File: src/rtl/pbp_pkg.sv
package pbp_pkg;

   typedef enum logic [1:0] {
      FMT_1X1 = 2'd0,
      FMT_2X1 = 2'd1,
      FMT_3X1 = 2'd2,
      FMT_3X2 = 2'd3
   } cyc_fmt_e;

   // index of the final word of one packing group for a format
   function automatic logic [1:0] last_phase_of(input cyc_fmt_e f);
      case (f)
         FMT_1X1: last_phase_of = 2'd0;
         FMT_2X1: last_phase_of = 2'd1;
         default: last_phase_of = 2'd2;
      endcase
   endfunction

endpackage

File: src/rtl/pbp_pix_ctr.sv
module pbp_pix_ctr #(
   parameter int CNT_W = 16
) (
   input  logic             clk,
   input  logic             rst_n,
   input  logic             load,
   input  logic [CNT_W-1:0] load_val,
   input  logic             dec,
   output logic             zero
);
   localparam logic [CNT_W-1:0] STEP = CNT_W'(1);

   logic [CNT_W-1:0] rem_q;

   always_ff @(posedge clk or negedge rst_n) begin
      if (!rst_n)
         rem_q <= '0;
      else if (load)
         rem_q <= load_val;
      else if (dec)
         rem_q <= rem_q - STEP;
   end

   assign zero = (rem_q == '0);


   no_underflow_chk: assert property (@(posedge clk) disable iff (!rst_n)
      dec && !load |-> !zero);


   load_value_chk: assert property (@(posedge clk) disable iff (!rst_n)
      load |=> (zero == ($past(load_val) == '0)));

endmodule

File: src/rtl/pbp_word_slicer.sv
module pbp_word_slicer
   import pbp_pkg::*;
#(
   parameter int BYTE_W = 8,
   localparam int PIX_W = 3 * BYTE_W,
   localparam int BUS_W = 2 * BYTE_W
) (
   input  cyc_fmt_e         fmt,
   input  logic [1:0]       phase,
   input  logic             pad,
   input  logic [PIX_W-1:0] pix_in,
   input  logic [BUS_W-1:0] hold,
   output logic [BUS_W-1:0] word,
   output logic             last_phase
);
   localparam int PIX_LANES  = PIX_W / BYTE_W;
   localparam int HOLD_LANES = BUS_W / BYTE_W;
   localparam logic [BYTE_W-1:0] ZB = '0;

   logic [BYTE_W-1:0] in_b   [PIX_LANES];
   logic [BYTE_W-1:0] hold_b [HOLD_LANES];

   for (genvar g = 0; g < PIX_LANES; g++) begin : g_in_lane
      assign in_b[g] = pix_in[g*BYTE_W +: BYTE_W];
   end
   for (genvar g = 0; g < HOLD_LANES; g++) begin : g_hold_lane
      assign hold_b[g] = hold[g*BYTE_W +: BYTE_W];
   end

   always_comb begin
      word = '0;
      case (fmt)
         FMT_1X1: word = {in_b[1], in_b[0]};
         FMT_2X1: begin
            if (phase == 2'd0) word = {ZB, in_b[1]};
            else               word = {ZB, hold_b[0]};
         end
         FMT_3X1: begin
            if (phase == 2'd0)      word = {ZB, in_b[2]};
            else if (phase == 2'd1) word = {ZB, hold_b[1]};
            else                    word = {ZB, hold_b[0]};
         end
         FMT_3X2: begin
            if (phase == 2'd0)      word = {in_b[2], in_b[1]};
            else if (phase == 2'd1) word = {hold_b[0], pad ? ZB : in_b[2]};
            else                    word = {hold_b[1], hold_b[0]};
         end
         default: word = '0;
      endcase
   end

   assign last_phase = (phase == last_phase_of(fmt));

endmodule

File: src/rtl/pbp_bus_port.sv
module pbp_bus_port #(
   parameter int BUS_W = 16
) (
   input  logic             clk,
   input  logic             rst_n,
   input  logic             issue,
   input  logic [BUS_W-1:0] issue_word,
   input  logic             issue_dc,
   output logic             busy,
   output logic             bus_req,
   input  logic             bus_ack,
   output logic             bus_dc,
   output logic [BUS_W-1:0] bus_data
);
   logic             req_q;
   logic             dc_q;
   logic [BUS_W-1:0] data_q;

   always_ff @(posedge clk or negedge rst_n) begin
      if (!rst_n) begin
         req_q  <= 1'b0;
         dc_q   <= 1'b0;
         data_q <= '0;
      end else if (req_q) begin
         if (bus_ack) req_q <= 1'b0;
      end else if (issue) begin
         req_q  <= 1'b1;
         dc_q   <= issue_dc;
         data_q <= issue_word;
      end
   end

   assign busy     = req_q;
   assign bus_req  = req_q;
   assign bus_dc   = dc_q;
   assign bus_data = data_q;


   req_hold_chk: assert property (@(posedge clk) disable iff (!rst_n)
      bus_req && !bus_ack |=> bus_req && $stable(bus_data) && $stable(bus_dc));


   issue_idle_chk: assert property (@(posedge clk) disable iff (!rst_n)
      issue |-> !bus_req);


   issue_starts_chk: assert property (@(posedge clk) disable iff (!rst_n)
      issue |=> bus_req && bus_data == $past(issue_word));

endmodule

File: src/rtl/pixbus_packer.sv
module pixbus_packer
   import pbp_pkg::*;
#(
   parameter int BYTE_W = 8,
   parameter int CNT_W  = 16,
   localparam int PIX_W = 3 * BYTE_W,
   localparam int BUS_W = 2 * BYTE_W
) (
   input  logic             clk,
   input  logic             rst_n,
   input  logic [1:0]       cfg_fmt,
   input  logic [CNT_W-1:0] cfg_pix_total,
   input  logic             frame_start,
   output logic             frame_en,
   output logic             frame_done,
   input  logic             pix_valid,
   output logic             pix_ready,
   input  logic [PIX_W-1:0] pix_data,
   input  logic             cmd_valid,
   output logic             cmd_ready,
   input  logic             cmd_is_param,
   input  logic [BUS_W-1:0] cmd_word,
   output logic             bus_req,
   input  logic             bus_ack,
   output logic             bus_dc,
   output logic [BUS_W-1:0] bus_data
);
   if (BYTE_W < 1) begin : g_bad_byte
      $error("pixbus_packer: BYTE_W must be at least 1");
   end
   if (CNT_W < 1) begin : g_bad_cnt
      $error("pixbus_packer: CNT_W must be at least 1");
   end

   logic             en_q;
   logic             done_q;
   cyc_fmt_e         fmt_q;
   logic [1:0]       phase_q;
   logic [BUS_W-1:0] hold_q;

   logic             busy;
   logic             rem_zero;
   logic             start_take;
   logic             need_pix;
   logic             pad;
   logic             pix_take;
   logic             frame_issue;
   logic             end_det;
   logic             cmd_take;
   logic             last_phase;
   logic [BUS_W-1:0] pix_word;
   logic [BUS_W-1:0] issue_word;
   logic             issue_dc;

   assign start_take = frame_start && !en_q;

   // a fresh pixel is needed at group start, and at the second word of 3:2
   assign need_pix = (phase_q == 2'd0) || (fmt_q == FMT_3X2 && phase_q == 2'd1);
   assign pad      = (fmt_q == FMT_3X2) && (phase_q == 2'd1) && rem_zero;

   assign pix_ready   = en_q && !busy && need_pix && !rem_zero;
   assign pix_take    = pix_ready && pix_valid;
   assign frame_issue = pix_take || (en_q && !busy && (pad || !need_pix));
   assign end_det     = en_q && !busy && (phase_q == 2'd0) && rem_zero;

   assign cmd_ready = !en_q && !busy && !frame_start;
   assign cmd_take  = cmd_ready && cmd_valid;

   assign issue_word = frame_issue ? pix_word : cmd_word;
   assign issue_dc   = frame_issue || cmd_is_param;

   pbp_word_slicer #(.BYTE_W(BYTE_W)) u_slicer (
      .fmt        (fmt_q),
      .phase      (phase_q),
      .pad        (pad),
      .pix_in     (pix_data),
      .hold       (hold_q),
      .word       (pix_word),
      .last_phase (last_phase)
   );

   pbp_pix_ctr #(.CNT_W(CNT_W)) u_ctr (
      .clk      (clk),
      .rst_n    (rst_n),
      .load     (start_take),
      .load_val (cfg_pix_total),
      .dec      (pix_take),
      .zero     (rem_zero)
   );

   pbp_bus_port #(.BUS_W(BUS_W)) u_port (
      .clk        (clk),
      .rst_n      (rst_n),
      .issue      (frame_issue || cmd_take),
      .issue_word (issue_word),
      .issue_dc   (issue_dc),
      .busy       (busy),
      .bus_req    (bus_req),
      .bus_ack    (bus_ack),
      .bus_dc     (bus_dc),
      .bus_data   (bus_data)
   );

   always_ff @(posedge clk or negedge rst_n) begin
      if (!rst_n) begin
         en_q    <= 1'b0;
         done_q  <= 1'b0;
         fmt_q   <= FMT_1X1;
         phase_q <= 2'd0;
         hold_q  <= '0;
      end else begin
         done_q <= end_det;
         if (start_take) begin
            en_q    <= 1'b1;
            fmt_q   <= cyc_fmt_e'(cfg_fmt);
            phase_q <= 2'd0;
         end else if (end_det) begin
            en_q <= 1'b0;
         end else if (frame_issue) begin
            if (pad || last_phase) phase_q <= 2'd0;
            else                   phase_q <= phase_q + 2'd1;
         end
         if (pix_take) hold_q <= pix_data[BUS_W-1:0];
      end
   end

   assign frame_en   = en_q;
   assign frame_done = done_q;


   pix_starts_write_chk: assert property (@(posedge clk) disable iff (!rst_n)
      pix_valid && pix_ready |=> bus_req && bus_dc);


   cmd_lockout_chk: assert property (@(posedge clk) disable iff (!rst_n)
      frame_en |-> !cmd_ready);


   cmd_dc_chk: assert property (@(posedge clk) disable iff (!rst_n)
      cmd_valid && cmd_ready |=> bus_req && bus_dc == $past(cmd_is_param));


   done_pulse_chk: assert property (@(posedge clk) disable iff (!rst_n)
      frame_done |=> !frame_done);


   done_clears_en_chk: assert property (@(posedge clk) disable iff (!rst_n)
      frame_done |-> !frame_en && $past(frame_en) && !bus_req);


   fmt_hold_chk: assert property (@(posedge clk) disable iff (!rst_n)
      frame_en && $past(frame_en) |-> $stable(fmt_q));

endmodule

File: config.mk
export PLATFORM = sky130hd
export DESIGN_NAME = pixbus_packer
export DESIGN_NICKNAME = d
export VERILOG_FILES = /design/src/rtl/pbp_pkg.sv /design/src/rtl/pbp_pix_ctr.sv /design/src/rtl/pbp_word_slicer.sv /design/src/rtl/pbp_bus_port.sv /design/src/rtl/pixbus_packer.sv
export SDC_FILE = /design/constraint.sdc
export NUM_CORES = 1
export LEC_CHECK = 0
export BUFFER_PORTS_ARGS = -buffer_cell sky130_fd_sc_hd__buf_2
export CAP_MARGIN = 30
export CORE_MARGIN = 2
export CORE_UTILIZATION = 40
export DETAILED_ROUTE_END_ITERATION = 10
export SLEW_MARGIN = 20
export SYNTH_ARGS = -nofsm -noshare
export SYNTH_HDL_FRONTEND = slang
export SYNTH_SLANG_ARGS = --single-unit
File: constraint.sdc
create_clock -name clk -period 4.8 [get_ports clk]
set_input_delay 0.72 -clock clk [delete_from_list [all_inputs] [get_ports clk]]
set_output_delay 0.72 -clock clk [all_outputs]
set_load 0.03 [all_outputs]
==> results of run 1 <==
[metal layers]
layer | global-route usage, % | wire length, µm | up-vias
met5 | 0 | 0 | -
met4 | 5.269 | 117 | 0
met3 | 2.979 | 319 | 8
met2 | 30.82 | 4186 | 64
met1 | 26.52 | 4465 | 1546
li1 | - | - | 1604
[cell usage in the layout, fill, tap and decap left out, types with 7 or more instances in the layout]
cell      Yosys  layout
a21oi_1      15      15
nand2_1      79      79
inv_1         9       9
nand3_1      13      13
dfrtp_1      56      56
buf_2         2      86
o21ai_0      15      15
o211ai_1      7       7
mux2i_1      40      40
a32oi_1       7       7
nor3_1       15      14
nor2b_1      15      15
nor2_1       20      20
nand2b_1     12      12
[worst max-delay path: stages, from the launching register on]
cell and delay (ns):
dfrtp_1 0.42, inv_1 0.11, ha_1 0.15, or4b_1 0.51
nor4_2 0.60, nor3_1 0.17, buf_2 0.22
[sequential cells by signal, summed over array words and instances (netlist names)]
| register | flops |
|---|---|
| frame_done | 1 |
| u_port.bus_dc | 1 |
| phase_q | 2 |
| fmt_q | 2 |
| u_port.bus_req | 1 |
| u_port.bus_data | 16 |
| frame_en | 1 |
| u_ctr.rem_q | 16 |
| hold_q | 16 |
[cells by family (layout without fill, tap and decap cells)]
kind of cell	Yosys count	in the layout
adders and majority gates	4	4
and+or+nand+nor	178	178
buffers and inverters	37	110
xor gates and xnor gates	6	6
muxes	46	46
AOI/OAI and AO/OA	81	81
DFF	56	56
[per-stage QoR]
stage	area, µm²	power (mW)	util [%]	worst slack [ns]
final	4168	2.310	48.02	1.600
after global routing	4168	2.505	48.02	1.430
after CTS	4153	2.324	47.85	1.592
after detailed placement	4075	2.075	46.96	1.871
after global placement	4064	2.033	46.83	1.737
after floorplan	3578	1.773	-	1.830
[cell type report]
| type | instances | share of cell area, % |
|---|---|---|
| clock buffers | 6 | 1.741 |
| flip-flops and latches | 56 | 33.62 |
| inverters | 9 | 0.8106 |
| repair buffers | 94 | 12.04 |
| clock inverters | 1 | 0.1201 |
| well taps | 108 | 3.242 |
| multi-input cells | 315 | 48.42 |
[cells in the mapped netlist, types with 6 or more instances]
| master | number | area (µm²) |
|---|---|---|
| a211o_1 | 6 | 52.55 |
| a211oi_1 | 6 | 45.04 |
| a21oi_1 | 15 | 75.07 |
| a32oi_1 | 7 | 61.31 |
| clkbuf_1 | 18 | 67.56 |
| dfrtp_1 | 56 | 1401 |
| inv_1 | 9 | 33.78 |
| mux2_2 | 6 | 67.56 |
| mux2i_1 | 40 | 400.4 |
| nand2_1 | 79 | 296.5 |
| nand2b_1 | 12 | 75.07 |
| nand3_1 | 13 | 65.06 |
| nor2_1 | 20 | 75.07 |
| nor2b_1 | 15 | 93.84 |
| nor3_1 | 15 | 75.07 |
| o211ai_1 | 7 | 52.55 |
| o21ai_0 | 15 | 75.07 |
[how the worst max path moves through the flow]
stage                           to  slack [ns]  depth (start not counted)
2_1_floorplan   u_port.bus_data[8]        1.83                          6
3_3_place_gp   u_port.bus_data[10]        1.74                          7
3_5_place_dp        u_ctr.rem_q[1]        1.87                          7
4_1_cts                  pix_ready        1.59                          6
5_1_grt                  pix_ready        1.43                          6
6_report                 pix_ready        1.60                          6
[power groups by stage]
| stage | sequential [mW] | combinational (mW) | clock, mW |
|---|---|---|---|
| finish | 0.829 | 1.24 | 0.244 |
| global route | 0.858 | 1.38 | 0.270 |
| CTS | 0.827 | 1.24 | 0.255 |
| detailed placement | 0.835 | 1.24 | 0 |
| global placement | 0.828 | 1.21 | 0 |
| floorplan | 0.922 | 0.851 | 0 |
==> flow_summary.json, run 1 <==
{
  "synth-compound-area-share_pct": 15.84,
  "synthXorXnorAreaFrac_pct": 1.469,
  "first_pass_iters": 4,
  "netlist_instances": 408,
  "swShare_pct": 44.93,
  "powerDensity_nw_per_um2": 554.3,
  "multiInputGateArea_um2": 2018,
  "ys.warnings.count": 0,
  "seq_area_um2": 1401,
  "htree_num_levels": 2,
  "grt-ovfl-total": 0,
  "outcome": "complete, no violations",
  "synth_edf_count": 0,
  "ys_seq_area_share_pct": 39.16,
  "numCtsBuffers": 5,
  "cp_max_fo": 7,
  "finalSetupTns_ns": 0,
  "fp.dieH_um": 98.59,
  "worstPathRequired_ns": 4.08,
  "drive_gt1_share_pct": 24.12,
  "synth.area.mux_share_pct": 13.08,
  "crit_type": "flip-flop to output pin",
  "syn_area_um2": 3578,
  "hold_ws_ns": 0.5035,
  "crit_arrival_ns": 2.48,
  "vdd_ir_drop_max_uv": 197.9,
  "tightest_slew_ns": 0.8469,
  "relSlewSlack_pct": 43.40,
  "min_to": "hold_q[9]",
  "placed_cells": 581,
  "die-area_um2": 9719,
  "syn_nets": 477,
  "die_x_um": 98.59,
  "r2r_start": "u_ctr.rem_q[0]",
  "io-pin-count": 87,
  "antenna_found_initial": 0,
  "drc": 0,
  "syn_to_final_growth_pct": 16.47,
  "hpwlAfterDp_um": 6701,
  "clkTransAtPathRegs_ns": 0.09,
  "postCtsHoldBufs": 0,
  "reg2reg_slack_ns": 1.84,
  "timing.critical_path.from_type": "flip-flop",
  "routed_wl_um": 9088,
  "finalMaxSlewViolations": 0,
  "ys_ff_latch": 56,
  "netSwitchingPower_mw": 1.038,
  "gp_congestion": 0.8700,
  "max_freq_ghz": 0.3125,
  "synth_top_family_by_area": "simple AND/OR/NAND/NOR gates",
  "clk_path_buf_depth": 2,
  "diodes": 0,
  "start_util_pct": 41.23,
  "cts_sinks": 56,
  "startpoint": "u_ctr.rem_q[0]",
  "viasPerCell": 5.470,
  "finClkSkew_ns": 0.004912,
  "root_buffer": "clkbuf_8",
  "synth.distinct_cells": 51,
  "endpoint_kind": "output pin",
  "fin_crit_sh_pct": 66.66,
  "post_cts_resized": 0,
  "cellLeakagePower_nw": 1.927,
  "seq_power_share_pct": 35.9,
  "track_usage_pct": 18.99,
  "internal-power_mw": 1.272,
  "core_area_um2": 8678,
  "reg2reg_to": "u_ctr.rem_q[3]",
  "rsz0062_at_grt": "no",
  "synth-adder-area-share_pct": 1.399,
  "port_buffers": 86,
  "ys.flop_type": "dfrtp_1",
  "cts_tree": "built",
  "grt_pass1_wl_um": 15000,
  "final_nets": 550,
  "hold_viol": 0,
  "p_comb_share_pct": 53.6,
  "clk_latency_ns": 0.30,
  "stdcell_count": 589,
  "postCtsSetupRepairBufs": 0,
  "hold_path.startpoint": "hold_q[9]",
  "max_cap_violations": 0,
  "ys_async_sr_fraction_pct": 100.0,
  "grt_max_degree": 57,
  "grt_pass1_vias": 3079,
  "drtIter0Drc": 155,
  "wl_per_cell_um": 15.43,
  "pwr-share-clk_pct": 10.6,
  "yosys.area_share.simple_pct": 24.37,
  "row_count": 34,
  "min_path_type": "flip-flop to flip-flop",
  "hold_depth": 2,
  "fin_crit_ns": 3.200,
  "vias": 3222,
  "postRouteAntennaNets": 0,
  "reg2reg_depth": 7,
  "finalSetupViolCount": 0,
  "n_fill_cell": 887,
  "syn_avg_cell_area_um2": 8.771
}
No activity file was read; power rests on OpenSTA's default activity.
==> run 2, diff against run 1 <==
==> constraint.sdc (replaced) <==
create_clock -name clk -period 3.1 [get_ports clk]
set_input_delay 0.465 -clock clk [delete_from_list [all_inputs] [get_ports clk]]
set_output_delay 0.465 -clock clk [all_outputs]
set_load 0.03 [all_outputs]
==> run 2 against run 1 <==
  * Global-route usage grew 0.71 points
  * Non-clock buffer count grew 6
  * Sequential power grew 54%
  * Combinational power grew 57%
  * Core utilization grew 0.92 points
  * Via count grew 0.96%
  * First-iteration DRC count grew 11%
  * Cell count grew 1.2%
  * Register-to-register slack lost 1.4 ns
  * Critical path type unchanged
==> flow_summary.json, run 2 (synthesized netlist as in run 1, its figures left out) <==
{
  "wl_per_cell_um": 15.83,
  "multiInputGateArea_um2": 2018,
  "reg2reg_slack_ns": 0.44,
  "reg2reg_to": "u_port.bus_data[13]",
  "row_count": 34,
  "reg2reg_depth": 8,
  "finClkSkew_ns": 0.01609,
  "port_buffers": 86,
  "tightest_slew_ns": 0.7267,
  "syn_to_final_growth_pct": 18.71,
  "postRouteAntennaNets": 0,
  "max_cap_violations": 0,
  "cellLeakagePower_nw": 1.972,
  "seq_power_share_pct": 34.3,
  "gp_congestion": 0.8429,
  "routed_wl_um": 9433,
  "crit_arrival_ns": 2.45,
  "start_util_pct": 41.23,
  "grt-ovfl-total": 0,
  "stdcell_count": 596,
  "min_path_type": "input port to async pin",
  "hold_viol": 0,
  "clk_latency_ns": 0.32,
  "rsz0062_at_grt": "no",
  "vdd_ir_drop_max_uv": 303.0,
  "max_freq_ghz": 0.3430,
  "fin_area_um2": 4248,
  "numCtsBuffers": 5,
  "drc": 0,
  "antenna_found_initial": 0,
  "htree_num_levels": 2,
  "place_area_um2": 4136,
  "finalMaxSlewViolations": 0,
  "io-pin-count": 87,
  "die_x_um": 98.59,
  "placed_cells": 588,
  "relSlewSlack_pct": 51.37,
  "final_nets": 556,
  "endpoint_kind": "output pin",
  "cts_sinks": 56,
  "powerDensity_nw_per_um2": 878.4,
  "die-area_um2": 9719,
  "grt_max_degree": 43,
  "track_usage_pct": 19.70,
  "diodes": 0,
  "root_buffer": "clkbuf_8",
  "finalSetupTns_ns": 0,
  "pwr-share-clk_pct": 13.5,
  "final_cell_mix": "buf_2 (86), nand2_1 (79), dfrtp_1 (56)",
  "cts_tree": "built",
  "finalSetupViolCount": 0,
  "r2r_start": "u_ctr.rem_q[0]",
  "timing.critical_path.from_type": "flip-flop",
  "grt_pass1_wl_um": 15770,
  "outcome": "complete, no violations",
  "power.total_mw": 3.731,
  "crit_type": "flip-flop to output pin",
  "seq_area_um2": 1401,
  "fin_crit_sh_pct": 94.06,
  "drive_gt1_share_pct": 25.20,
  "cp_max_fo": 7,
  "internal-power_mw": 2.077,
  "clk_path_buf_depth": 2,
  "n_fill_cell": 857,
  "utilization_pct": 48.95,
  "swShare_pct": 44.33,
  "hpwlAfterDp_um": 7072,
  "netSwitchingPower_mw": 1.654,
  "drtIter0Drc": 172,
  "fin_crit_ns": 2.916,
  "p_comb_share_pct": 52.2,
  "postCtsHoldBufs": 0,
  "first_pass_iters": 4,
  "core_area_um2": 8678,
  "post_cts_resized": 0,
  "worstPathRequired_ns": 2.63,
  "startpoint": "u_ctr.rem_q[0]",
  "clkTransAtPathRegs_ns": 0.11,
  "final_common_cell": "buf_2",
  "viasPerCell": 5.458,
  "grt_pass1_vias": 3245,
  "vias": 3253,
  "postCtsSetupRepairBufs": 0,
  "fp.dieH_um": 98.59
}
## run 2: changes by cell type in the layout (fill, tap and decap cells not counted)
cell       change
bufinv_16      +1
buf_12         +1
buf_6          -1
clkinv_2       -1
buf_8          -1
buf_4          +7
inv_6          +1
## run 2: metal layers
| layer | global-route usage, % | vias up | part of all wire [%] |
|---|---|---|---|
| met5 | 0 | - | 0 |
| met4 | 4.742 | 0 | 1.1 |
| met3 | 2.979 | 7 | 4.9 |
| met2 | 31.71 | 87 | 46 |
| met1 | 28.14 | 1537 | 48 |
| li1 | - | 1622 | - |
## run 2: area by class of cell
class | instances | share of cell area [%]
tap | 108 | 3.181
timing repair buffer | 100 | 12.90
multi-input combinational | 315 | 47.51
inverter | 9 | 0.7953
clock buffer | 6 | 1.708
clock inverter | 2 | 0.9131
sequential | 56 | 32.99
## run 2: how the worst max path moves through the flow
stage	to	slack (ns)	cells after the start
6_report	pix_ready	0.18	6
3_3_place_gp	u_port.bus_data[10]	0.52	8
2_1_floorplan	u_port.bus_data[8]	0.28	6
4_1_cts	pix_ready	0.17	6
5_1_grt	pix_ready	0.04	6
3_5_place_dp	u_port.bus_data[14]	0.43	8
## run 2: per-stage QoR
stage / setup slack [ns] / hold WS, ns
finish: 0.1842 / 0.07448
global route: 0.03891 / 0.09353
CTS: 0.1740 / 0.08606
detailed placement: 0.4334 / 0.4352
global placement: 0.5189 / 0.4754
floorplan: 0.2771 / 0.1694
## run 2: worst max-delay path, cell delays in order, from the launching register on
cell and delay (ns):
dfrtp_1 0.42, inv_1 0.11, ha_1 0.15, or4b_1 0.52
nor4_2 0.59, nor3_1 0.15, buf_2 0.21
## run 2: power groups by stage
stage / logic (mW) / registers, mW / clock network, mW
after floorplan: 1.32 / 1.43 / 0
after global placement: 1.90 / 1.28 / 0
after detailed placement: 1.96 / 1.29 / 0
after CTS: 1.96 / 1.28 / 0.514
after global routing: 2.16 / 1.33 / 0.536
final: 1.95 / 1.28 / 0.502
==> run 3, diff against run 2 <==
--- a/config.mk
+++ b/config.mk
@@ -7,9 +7,12 @@
 export LEC_CHECK = 0
 export BUFFER_PORTS_ARGS = -buffer_cell sky130_fd_sc_hd__buf_2
 export CAP_MARGIN = 30
+export CELL_PAD_IN_SITES_DETAIL_PLACEMENT = 0
+export CELL_PAD_IN_SITES_GLOBAL_PLACEMENT = 2
 export CORE_MARGIN = 2
-export CORE_UTILIZATION = 40
+export CORE_UTILIZATION = 32
 export DETAILED_ROUTE_END_ITERATION = 10
+export PLACE_DENSITY_LB_ADDON = 0.1
 export SLEW_MARGIN = 20
 export SYNTH_ARGS = -nofsm -noshare
 export SYNTH_HDL_FRONTEND = slang
==> run 3 against run 2 <==
  * Register-to-register slack gained 0.10 ns
  * Clock skew shrank 0.0031 ns
  * Flip-flop and latch count is the same
  * Core utilization shrank 9.8 points
  * Critical path depth grew 1
  * Critical path type unchanged
  * Largest cell class unchanged
  * Largest power group unchanged
  * Highest routed layer unchanged
==> flow_summary.json, run 3 (synthesized netlist as in run 1, its figures left out) <==
{
  "syn_to_final_growth_pct": 19.09,
  "tightest_slew_ns": 0.8937,
  "final_common_cell": "buf_2",
  "power.total_mw": 3.671,
  "netSwitchingPower_mw": 1.663,
  "hold_viol": 0,
  "first_pass_iters": 4,
  "clk_path_buf_depth": 2,
  "gp_congestion": 0.8188,
  "max_freq_ghz": 0.3689,
  "utilization_pct": 39.14,
  "finalSetupViolCount": 0,
  "start_util_pct": 32.87,
  "cp_max_fo": 7,
  "postRouteAntennaNets": 0,
  "rsz0062_at_grt": "no",
  "cts_sinks": 56,
  "core_area_um2": 10890,
  "post_cts_resized": 0,
  "finalMaxSlewViolations": 0,
  "postCtsSetupRepairBufs": 0,
  "clkTransAtPathRegs_ns": 0.11,
  "postCtsHoldBufs": 0,
  "wl_per_cell_um": 16.06,
  "track_usage_pct": 17.50,
  "port_buffers": 86,
  "viasPerCell": 5.123,
  "cellLeakagePower_nw": 1.963,
  "die_x_um": 109.7,
  "grt_max_degree": 57,
  "outcome": "complete, no violations",
  "htree_num_levels": 2,
  "antenna_found_initial": 0,
  "crit_type": "flip-flop to output pin",
  "seq_power_share_pct": 34.9,
  "endpoint_kind": "output pin",
  "grt-ovfl-total": 0,
  "final_cell_mix": "buf_2 (86), nand2_1 (79), dfrtp_1 (56)",
  "finClkSkew_ns": 0.01299,
  "p_comb_share_pct": 53.3,
  "pwr-share-clk_pct": 11.8,
  "final_nets": 555,
  "grt_pass1_wl_um": 16290,
  "timing.critical_path.from_type": "flip-flop",
  "swShare_pct": 45.30,
  "clk_latency_ns": 0.32,
  "relSlewSlack_pct": 40.09,
  "drtIter0Drc": 145,
  "crit_arrival_ns": 2.25,
  "diodes": 0,
  "grt_pass1_vias": 3099,
  "min_path_type": "input port to async pin",
  "max_cap_violations": 0,
  "drc": 0,
  "row_count": 38,
  "hpwlAfterDp_um": 7427,
  "numCtsBuffers": 5,
  "powerDensity_nw_per_um2": 861.3,
  "drive_gt1_share_pct": 25.26,
  "die-area_um2": 12040,
  "vdd_ir_drop_max_uv": 506.2,
  "io-pin-count": 87,
  "fin_crit_ns": 2.711,
  "worstPathRequired_ns": 2.63,
  "routed_wl_um": 10070,
  "n_fill_cell": 1173,
  "internal-power_mw": 2.008,
  "vias": 3212,
  "root_buffer": "clkbuf_8",
  "cts_tree": "built",
  "finalSetupTns_ns": 0,
  "fin_crit_sh_pct": 87.44,
  "fp.dieH_um": 109.7
}
run 3: changes by cell type in the layout (fill, tap and decap cells not counted):
| cell | change |
|---|---|
| clkbuf_8 | +1 |
| inv_6 | -1 |
| bufinv_16 | -1 |
| buf_4 | -1 |
| clkinv_2 | +2 |
| clkbuf_1 | -1 |
run 3: worst paths after layout:
| check | start | to | cells past startpoint | slack [ns] |
|---|---|---|---|---|
| worst min register to register | hold_q[15] | hold_q[15] | 2 | 0.51 |
| worst max-delay path | u_ctr.rem_q[0] | pix_ready | 7 | 0.39 |
| min in group clk | cfg_pix_total[10] | u_ctr.rem_q[10] | 3 | 0.34 |
| max in group asynchronous | rst_n | hold_q[14] | 2 | 2.70 |
| worst max register to register | u_ctr.rem_q[0] | hold_q[0] | 8 | 0.54 |
| worst min-delay path | rst_n | u_ctr.rem_q[11] | 2 | 0.13 |
run 3: cell type report:
class / instances / area (µm²) / share of cell area (%)
Clock buffer: 6 / 82.58 / 1.938
Sequential cell: 56 / 1401 / 32.88
Inverter: 9 / 33.78 / 0.7927
Multi-Input combinational cell: 315 / 2018 / 47.36
Tap cell: 140 / 175.2 / 4.110
Clock inverter: 2 / 10.01 / 0.2349
Timing Repair Buffer: 99 / 540.5 / 12.68
run 3: stage by stage:
step,hold WS (ns),cells,cell area [µm²],setup WS [ns]
finish,0.1328,627,4262,0.3894
global route,0.1485,627,4262,0.2575
CTS,0.1441,627,4262,0.3831
detailed placement,0.4854,619,4169,0.5604
global placement,0.4740,619,4169,0.6292
floorplan,0.1694,408,3578,0.2771
run 3: layer usage:
layer  GRT usage, %  routed length [µm]  vias up
met5              0                   0        -
met4          4.159                  87        0
met3          2.490                 418        8
met2          27.29                4504       75
met1          25.49                5061     1518
li1               -                   -     1611
run 3: worst max-delay path, cell delays in order, from the launching register on:
cell and delay [ns]:
dfrtp_1 0.43, inv_1 0.11, ha_1 0.14, or4b_1 0.51, nor4_2 0.28, buf_4 0.19, nor3_1 0.06, buf_2 0.20
run 3: power groups by stage:
stage / logic [mW] / registers, mW / clock network, mW
3_5_place_dp: 1.97 / 1.30 / 0
5_1_grt: 2.20 / 1.33 / 0.486
2_1_floorplan: 1.32 / 1.43 / 0
3_3_place_gp: 1.95 / 1.29 / 0
6_report: 1.96 / 1.28 / 0.435
4_1_cts: 1.98 / 1.28 / 0.460
